**src/rtl/latchoff_pkg.sv**
```systemverilog
package latchoff_pkg;

  typedef enum logic [1:0] {
    CAUSE_NONE = 2'b00,
    CAUSE_HIGH = 2'b01,
    CAUSE_LOW  = 2'b10
  } trip_cause_e;

  // A channel completes in the cycle its count shows limit-1 with the flag still present.
  function automatic logic blank_complete(input int count, input int limit, input logic present);
    return present && (count == limit - 1);
  endfunction

  // Upper-bound channel takes priority on a tie.
  function automatic trip_cause_e pick_cause(input logic hi_done, input logic lo_done);
    if (hi_done) return CAUSE_HIGH;
    if (lo_done) return CAUSE_LOW;
    return CAUSE_NONE;
  endfunction

endpackage

```
**src/rtl/flag_sync.sv**
```systemverilog
module flag_sync #(
  parameter int WIDTH = 4
) (
  input  logic             clk,
  input  logic             rst_n,
  input  logic [WIDTH-1:0] raw,
  output logic [WIDTH-1:0] synced
);
  logic [WIDTH-1:0] stage1;
  logic [WIDTH-1:0] stage2;

  always_ff @(posedge clk or negedge rst_n) begin
    if (!rst_n) begin
      stage1 <= '0;
      stage2 <= '0;
    end else begin
      stage1 <= raw;
      stage2 <= stage1;
    end
  end

  assign synced = stage2;
endmodule

```
**src/rtl/blank_timer.sv**
```systemverilog
module blank_timer
  import latchoff_pkg::*;
#(
  parameter int LIMIT = 16
) (
  input  logic clk,
  input  logic rst_n,
  input  logic present,
  output logic done
);
  localparam int CW = (LIMIT > 2) ? $clog2(LIMIT) : 1;

  logic [CW-1:0] count;

  assign done = blank_complete(int'(count), LIMIT, present);

  always_ff @(posedge clk or negedge rst_n) begin
    if (!rst_n) begin
      count <= '0;
    end else if (!present) begin
      count <= '0;
    end else if (!done) begin
      count <= count + 1'b1;
    end
  end
endmodule

```
**src/rtl/windowed_latchoff.sv**
```systemverilog
module windowed_latchoff
  import latchoff_pkg::*;
#(
  parameter int HIGH_BLANK = 12500,
  parameter int LOW_BLANK  = 87500
) (
  input  logic       clk,
  input  logic       por_n,
  input  logic       supply_ok,
  input  logic       ss_done,
  input  logic       over_raw,
  input  logic       under_raw,
  output logic       latched_off,
  output logic       drive_en,
  output logic [1:0] trip_cause
);
  localparam int NFLAGS = 4;
  localparam int IDX_SUP = 0;
  localparam int IDX_SS  = 1;
  localparam int IDX_HI  = 2;
  localparam int IDX_LO  = 3;

  logic [NFLAGS-1:0] raw_vec;
  logic [NFLAGS-1:0] sync_vec;
  logic ready_s, ss_s;
  logic hi_qual, lo_qual;
  logic hi_trip, lo_trip;
  logic        latch_q;
  trip_cause_e cause_q;

  assign raw_vec[IDX_SUP] = supply_ok;
  assign raw_vec[IDX_SS]  = ss_done;
  assign raw_vec[IDX_HI]  = over_raw;
  assign raw_vec[IDX_LO]  = under_raw;

  flag_sync #(.WIDTH(NFLAGS)) u_sync (
    .clk    (clk),
    .rst_n  (por_n),
    .raw    (raw_vec),
    .synced (sync_vec)
  );

  assign ready_s = sync_vec[IDX_SUP];
  assign ss_s    = sync_vec[IDX_SS];
  assign hi_qual = sync_vec[IDX_HI] && ready_s;
  assign lo_qual = sync_vec[IDX_LO] && ready_s && ss_s;

  blank_timer #(.LIMIT(HIGH_BLANK)) u_hi_timer (
    .clk     (clk),
    .rst_n   (por_n),
    .present (hi_qual),
    .done    (hi_trip)
  );

  blank_timer #(.LIMIT(LOW_BLANK)) u_lo_timer (
    .clk     (clk),
    .rst_n   (por_n),
    .present (lo_qual),
    .done    (lo_trip)
  );

  always_ff @(posedge clk or negedge por_n) begin
    if (!por_n) begin
      latch_q <= 1'b0;
      cause_q <= CAUSE_NONE;
    end else if (!latch_q && (hi_trip || lo_trip)) begin
      latch_q <= 1'b1;
      cause_q <= pick_cause(hi_trip, lo_trip);
    end
  end

  assign latched_off = latch_q;
  assign drive_en    = ready_s && !latch_q;
  assign trip_cause  = cause_q;
endmodule

```
**config.mk**
```make
export PLATFORM = sky130hd
export DESIGN_NAME = windowed_latchoff
export DESIGN_NICKNAME = d
export VERILOG_FILES = /design/src/rtl/latchoff_pkg.sv /design/src/rtl/flag_sync.sv /design/src/rtl/blank_timer.sv /design/src/rtl/windowed_latchoff.sv
export SDC_FILE = /design/constraint.sdc
export NUM_CORES = 1
export LEC_CHECK = 0
export BUFFER_PORTS_ARGS = -buffer_cell sky130_fd_sc_hd__buf_2
export CAP_MARGIN = 20
export CORE_MARGIN = 4
export CORE_UTILIZATION = 30
export DETAILED_ROUTE_END_ITERATION = 7
export HOLD_SLACK_MARGIN = 0.03
export PLACE_DENSITY = 0.44
export REMOVE_ABC_BUFFERS = 1
export SETUP_SLACK_MARGIN = 0.2
export SYNTH_ARGS = -nofsm -noshare
export SYNTH_HDL_FRONTEND = slang
export SYNTH_SLANG_ARGS = --single-unit
```
**constraint.sdc**
```tcl
create_clock -name clk -period 1.8 [get_ports clk]
set_clock_uncertainty 0.2 [all_clocks]
set_input_delay 0.18 -clock clk [delete_from_list [all_inputs] [get_ports clk]]
set_output_delay 0.18 -clock clk [all_outputs]
set_load 0.05 [all_outputs]
```
Word level (Yosys, flattened, before mapping)
Cells that the tools add are included.
{"block": "op_classes", "add_sub_neg": 2, "multipliers": 0, "div_mod_pow": 0, "n_lt_le_gt_ge": 0, "n_eq_ne": 4, "shifts": 0, "mux": 13, "n_bitwise": 0, "n_reduce_logical": 9}
{"op": "17-bit two-way mux", "count": 2}
{"op": "14-bit two-way mux", "count": 2}
{"op": "17-bit by 1-bit adder with 17-bit output (second input constant)", "count": 1}
{"op": "17-bit == test (second input constant)", "count": 1}
{"op": "14-bit by 1-bit adder with 14-bit output (second input constant)", "count": 1}
{"op": "14-bit by 13-bit == test with 1-bit output (second input constant)", "count": 1}
{"op": "2-bit two-way mux", "count": 4}
{"op": "1-bit logical AND", "count": 7}
{"op": "1-bit two-way mux", "count": 5}
{"op": "2-bit != test (second input constant)", "count": 2}
{"op": "1-bit zero test", "count": 1}
{"op": "1-bit logical OR", "count": 1}
{"block": "word_totals", "ff_bits": 42, "latchBits": 0, "ram_bits": 0, "mem_bits_ro": 0, "out_inout_bits": 4, "word_cells": 34, "n_memories": 0}

Logic depth before layout (Yosys ltp)
{"block": "depth", "word_depth": 10, "mapped_depth": 5, "mapped_depth_nobuf": 5}

Modules after synthesis
Synthesis repeated with hierarchy kept, for this count alone.
{"block": "unflattened", "hier_cells": 196, "area_unflattened_um2": 2034.5}
{"module": "blank_timer (u_lo_timer)", "n_inst": 1, "cells_each": 98, "area_per_inst_um2": 943.4, "seq_area_each_um2": 425.4}
{"module": "blank_timer (u_hi_timer)", "n_inst": 1, "cells_each": 78, "area_per_inst_um2": 760.7, "seq_area_each_um2": 350.3}
{"module": "flag_sync", "n_inst": 1, "cells_each": 8, "area_per_inst_um2": 200.2, "seq_area_each_um2": 200.2}
{"module": "windowed_latchoff", "n_inst": 1, "cells_each": 12, "area_per_inst_um2": 130.1, "seq_area_each_um2": 75.1}

Worst setup path before layout
No wires, ideal clock.
{"block": "synth_timing", "path_kind": "register to register", "from": "reg u_lo_timer.count[0]", "to": "reg u_lo_timer.count[0]", "setup_ns": 0.125, "arrival_ns": 1.622, "path_slack_ns": -0.146, "path_stages_with_launch": 6, "path_buffers": 0, "period_less_slack_ns": 1.946, "path_cell_list": "dfrtp_1 -> ha_1 -> and4_1 -> nand2_1 -> nor3_4 -> mux2_2"}
{"block": "synth_via", "elab_chain_len": 3, "word_cells_on_any_way": 6}
{"element": "start, declared", "line_no": "blank_timer.sv:13", "rtl": "logic [CW-1:0] count;"}
{"element": "start signal, assigned", "line_no": "blank_timer.sv:23", "rtl": "count <= count + 1'b1;"}
{"element": "17-bit by 1-bit adder with 17-bit output / 17-bit == test (equally long branches)", "line_no": "blank_timer.sv:23, latchoff_pkg.sv:11"}
{"element": "17-bit two-way mux / 1-bit logical AND (equally long branches)", "line_no": "blank_timer.sv:22, latchoff_pkg.sv:11"}
{"element": "17-bit two-way mux / 2-bit != test (equally long branches)"}
Parallel ways exist; a longest one is shown, timed or not. The select of a mux whose other input is x is not followed.
A chain may end at the register's enable or synchronous reset.

Worst setup path after layout
Same ends and word-level chain as after synthesis.

==> summary.md <==
| Metric | Value |
|---|---|
| Outcome | `completed` |
| Total Neg Setup Slack | `0 ns` |
| Initial core utilization | `0.318` |
| Asr flop ratio synth | `1.00` |
| Mapped Cells | `182` |
| DR vias | `1565` |
| CTS tree | `yes` |
| Residual DRC | `0` |
| Largest net degree at the start of global routing | `23` |
| Sequential area share after synthesis | `0.545` |
| Arr. time, crit path | `1.73 ns` |
| RSZ-0062 raised after global routing | `true` |
| Die footprint | `about 7800 um2` |
| Antenna-violating nets left | `0` |
| Core footprint | `6060 um2` |
| YS warnings | `0` |
| Clk Latency, worst-skew pair | `0.29 ns` |
| H-tree Lvls | `2` |
| Ratio of final minimum period to clock period | `0.973` |
| Worst IR drop on VDD | `~0.33 mV` |
| Clock transition at path regs | `0.07 ns` |
| Max Fclk | `between 500 and 600 MHz` |
| Final net count | `246` |
| M1 WL | `2110 um` |
| Largest family of logic cells by synthesized area | `simple AND/OR/NAND/NOR gates` |
| Critical Path RT | `1.78 ns` |
| Largest stage delay, worst path | `0.37 ns` |
| Crit-path cells | `ha_2 > and4_4 > nand2_4 > nor3_4 > mux2_4` |
| Worst slew margin | `0.651` |
| Total track usage | `0.120` |
| Compound-Gate Fraction of Synth Area | `0.0610` |
| Layout cells sized above 1 | `0.356` |
| Top FF cell, synth | `dfrtp_1` |
| Crit Path Class | `register to register` |
| Final setup viols | `0` |
| Final Util | `0.438` |
| Syn_area_per_cell | `10.6 um2` |
| Met3 Wirelength | `approximately 140 um` |
| P&R area growth vs syn | `37.6%` |
| Fin. Hold Viols | `0` |
| Max cap viols | `0` |
| Crit end category | `register` |
| Top routing layer used | `met4` |
| Routed wire length per instance | `approximately 14 um` |
| Die Ht | `between 80 and 90 um` |
| Mux share of post-synthesis cell area | `0.0162` |
| Post-Route WL | `4410 um` |
| First-pass GRT wire length | `7220 um` |
| Met2 routed wirelength | `approximately 2100 um` |
| # clock sinks | `42` |
| PwrDens | `631 nW/um2` |
| CP max stage cell | `dfrtp_1` |
| Vias in the first global route | `1512` |
| Lkg Pwr | `1.18 nW` |
| Iter 0 DRT Violations | `92` |
| Root buffer cell | `clkbuf_8` |
| Largest delay share family, worst path | `simple AND/OR/NAND/NOR gates` |
| Cell Area, Synth | `1930 um2` |
| EDFF count, synth | `0` |
| Clk buf depth | `2` |
| Slew Limit Fails | `0` |
| Worst hold path class | `register to register` |
| Congestion Overflow GR | `0` |
| CP Max Fanout | `3` |
| Die Wd | `88.2 um` |
| Crit start category | `register` |
| Post-synthesis register bit count | `42` |
| Total CTS buffers | `5` |
| Post-Synth Simple-Gate Area | `0.267` |
| Router iterations before antenna repair | `4` |
| Global placement routability congestion | `0.790` |
| Pre-CTS setup slack | `0.00703 ns` |
| Worst Tran Pin Value | `between 0.5 and 0.6 ns` |
| Adder-Cell Fraction of Synth Area | `0.0130` |
| Unique masters post-synth | `34` |
| Initial antenna violation count | `0` |
| CP Buf/Inv Count | `0` |
| Detailed-placement wirelength estimate | `around 3000 um` |
| Via/cell ratio | `between 4 and 5` |
| Number of antenna diodes | `0` |
| Xor/xnor share of the synthesized area | `0.0818` |
| I/O pins | `10` |
| Final WS setup | `0.0492 ns` |
| # rows | `28` |
| PortBufs | `9` |
| Minimum clock period | `1.75 ns` |
## metal layers
metal,vias up,global-route usage
li1,760,-
met1,775,0.167
met2,24,0.183
met3,6,0.0310
met4,0,0.0412
met5,-,0
## per-stage QoR
stage / total power, mW / std cells / hold WS (ns) / area, um2
floorplan: 0.999 / 179 / -0.316 / 1910
global placement: 1.04 / 286 / -0.0247 / 2230
global route: 1.77 / 314 / 0.163 / 2650
CTS: 1.70 / 305 / 0.154 / 2470
finish: 1.67 / 314 / 0.150 / 2650
detailed placement: 1.04 / 286 / -0.0155 / 2230
## path summary, 6_finish.rpt
kind                            slack (ns)                start                  end  cells after the start
worst max-delay path                  0.05  u_lo_timer.count[0]  u_lo_timer.count[0]                      5
worst min-delay path                  0.15     u_sync.stage1[1]     u_sync.synced[1]                      0
worst max register to register        0.05  u_lo_timer.count[0]  u_lo_timer.count[0]                      5
worst min register to register        0.15     u_sync.stage1[1]     u_sync.synced[1]                      0
max in group asynchronous             0.70                por_n  u_hi_timer.count[3]                      3
min in group asynchronous             0.19                por_n  u_lo_timer.count[3]                      2
## what timing repair did
action / in CTS / in global routing
setup buffers: 6 / 9
setup endpoints to repair: 14 / 24
hold buffers: 5 / 0
resized for setup: 15 / 29
endpoints found under the hold margin: 24 / 0
pin swaps: 9 / 16
## cell usage in the layout, fill, tap and decap left out, drive strengths merged, types with 5 or more instances in the layout
cell type	instances
nand3	10
o21ai	7
dlygate4sd3	5
nand2	11
a21oi	8
or3	8
buf	47
clkbuf	7
nand4	14
dfrtp	42
nor2	24
xor2	15
## sequential cells by signal, indices dropped and copies added (netlist names)
name and count:
u_sync.stage1 4, u_lo_timer.count 17, trip_cause 2, latched_off 1, u_sync.synced 4, u_hi_timer.count 14
## Yosys cell counts, types with 4 or more instances
master | count | area, um2
nand2_1 | 11 | 41.3
nor2_1 | 24 | 90.1
xor2_1 | 15 | 131
nand3_1 | 10 | 50.1
dfrtp_1 | 42 | 1050
o21ai_0 | 7 | 35.0
and4_1 | 4 | 35.0
or3_1 | 8 | 50.1
a21oi_1 | 8 | 40.0
and3_1 | 4 | 25.0
nand4_1 | 13 | 81.3
## power by group
group | internal, mW | switching [mW]
clock | 0.310 | 0.323
combinational | 0.0341 | 0.0467
sequential | 0.955 | 0.00531
## kinds of logic (layout without fill, tap and decap cells)
family                     count (synthesis)  count (layout)
and+or+nand+nor                           91              91
DFF                                       42              42
AOI/OAI and AO/OA                         20              20
xor gates and xnor gates                  18              18
buffers and inverters                      6              63
muxes                                      3               3
adders and majority gates                  2               2
## cell type report
type | instances | area (um2)
well taps | 75 | 93.8
inverters | 3 | 11.3
repair buffers | 52 | 422
multi-input cells | 134 | 981
clock inverters | 1 | 5.00
clock buffers | 7 | 86.3
fillers | 568 | 3410
flip-flops and latches | 42 | 1050
No activity file was read; power rests on OpenSTA's default activity.
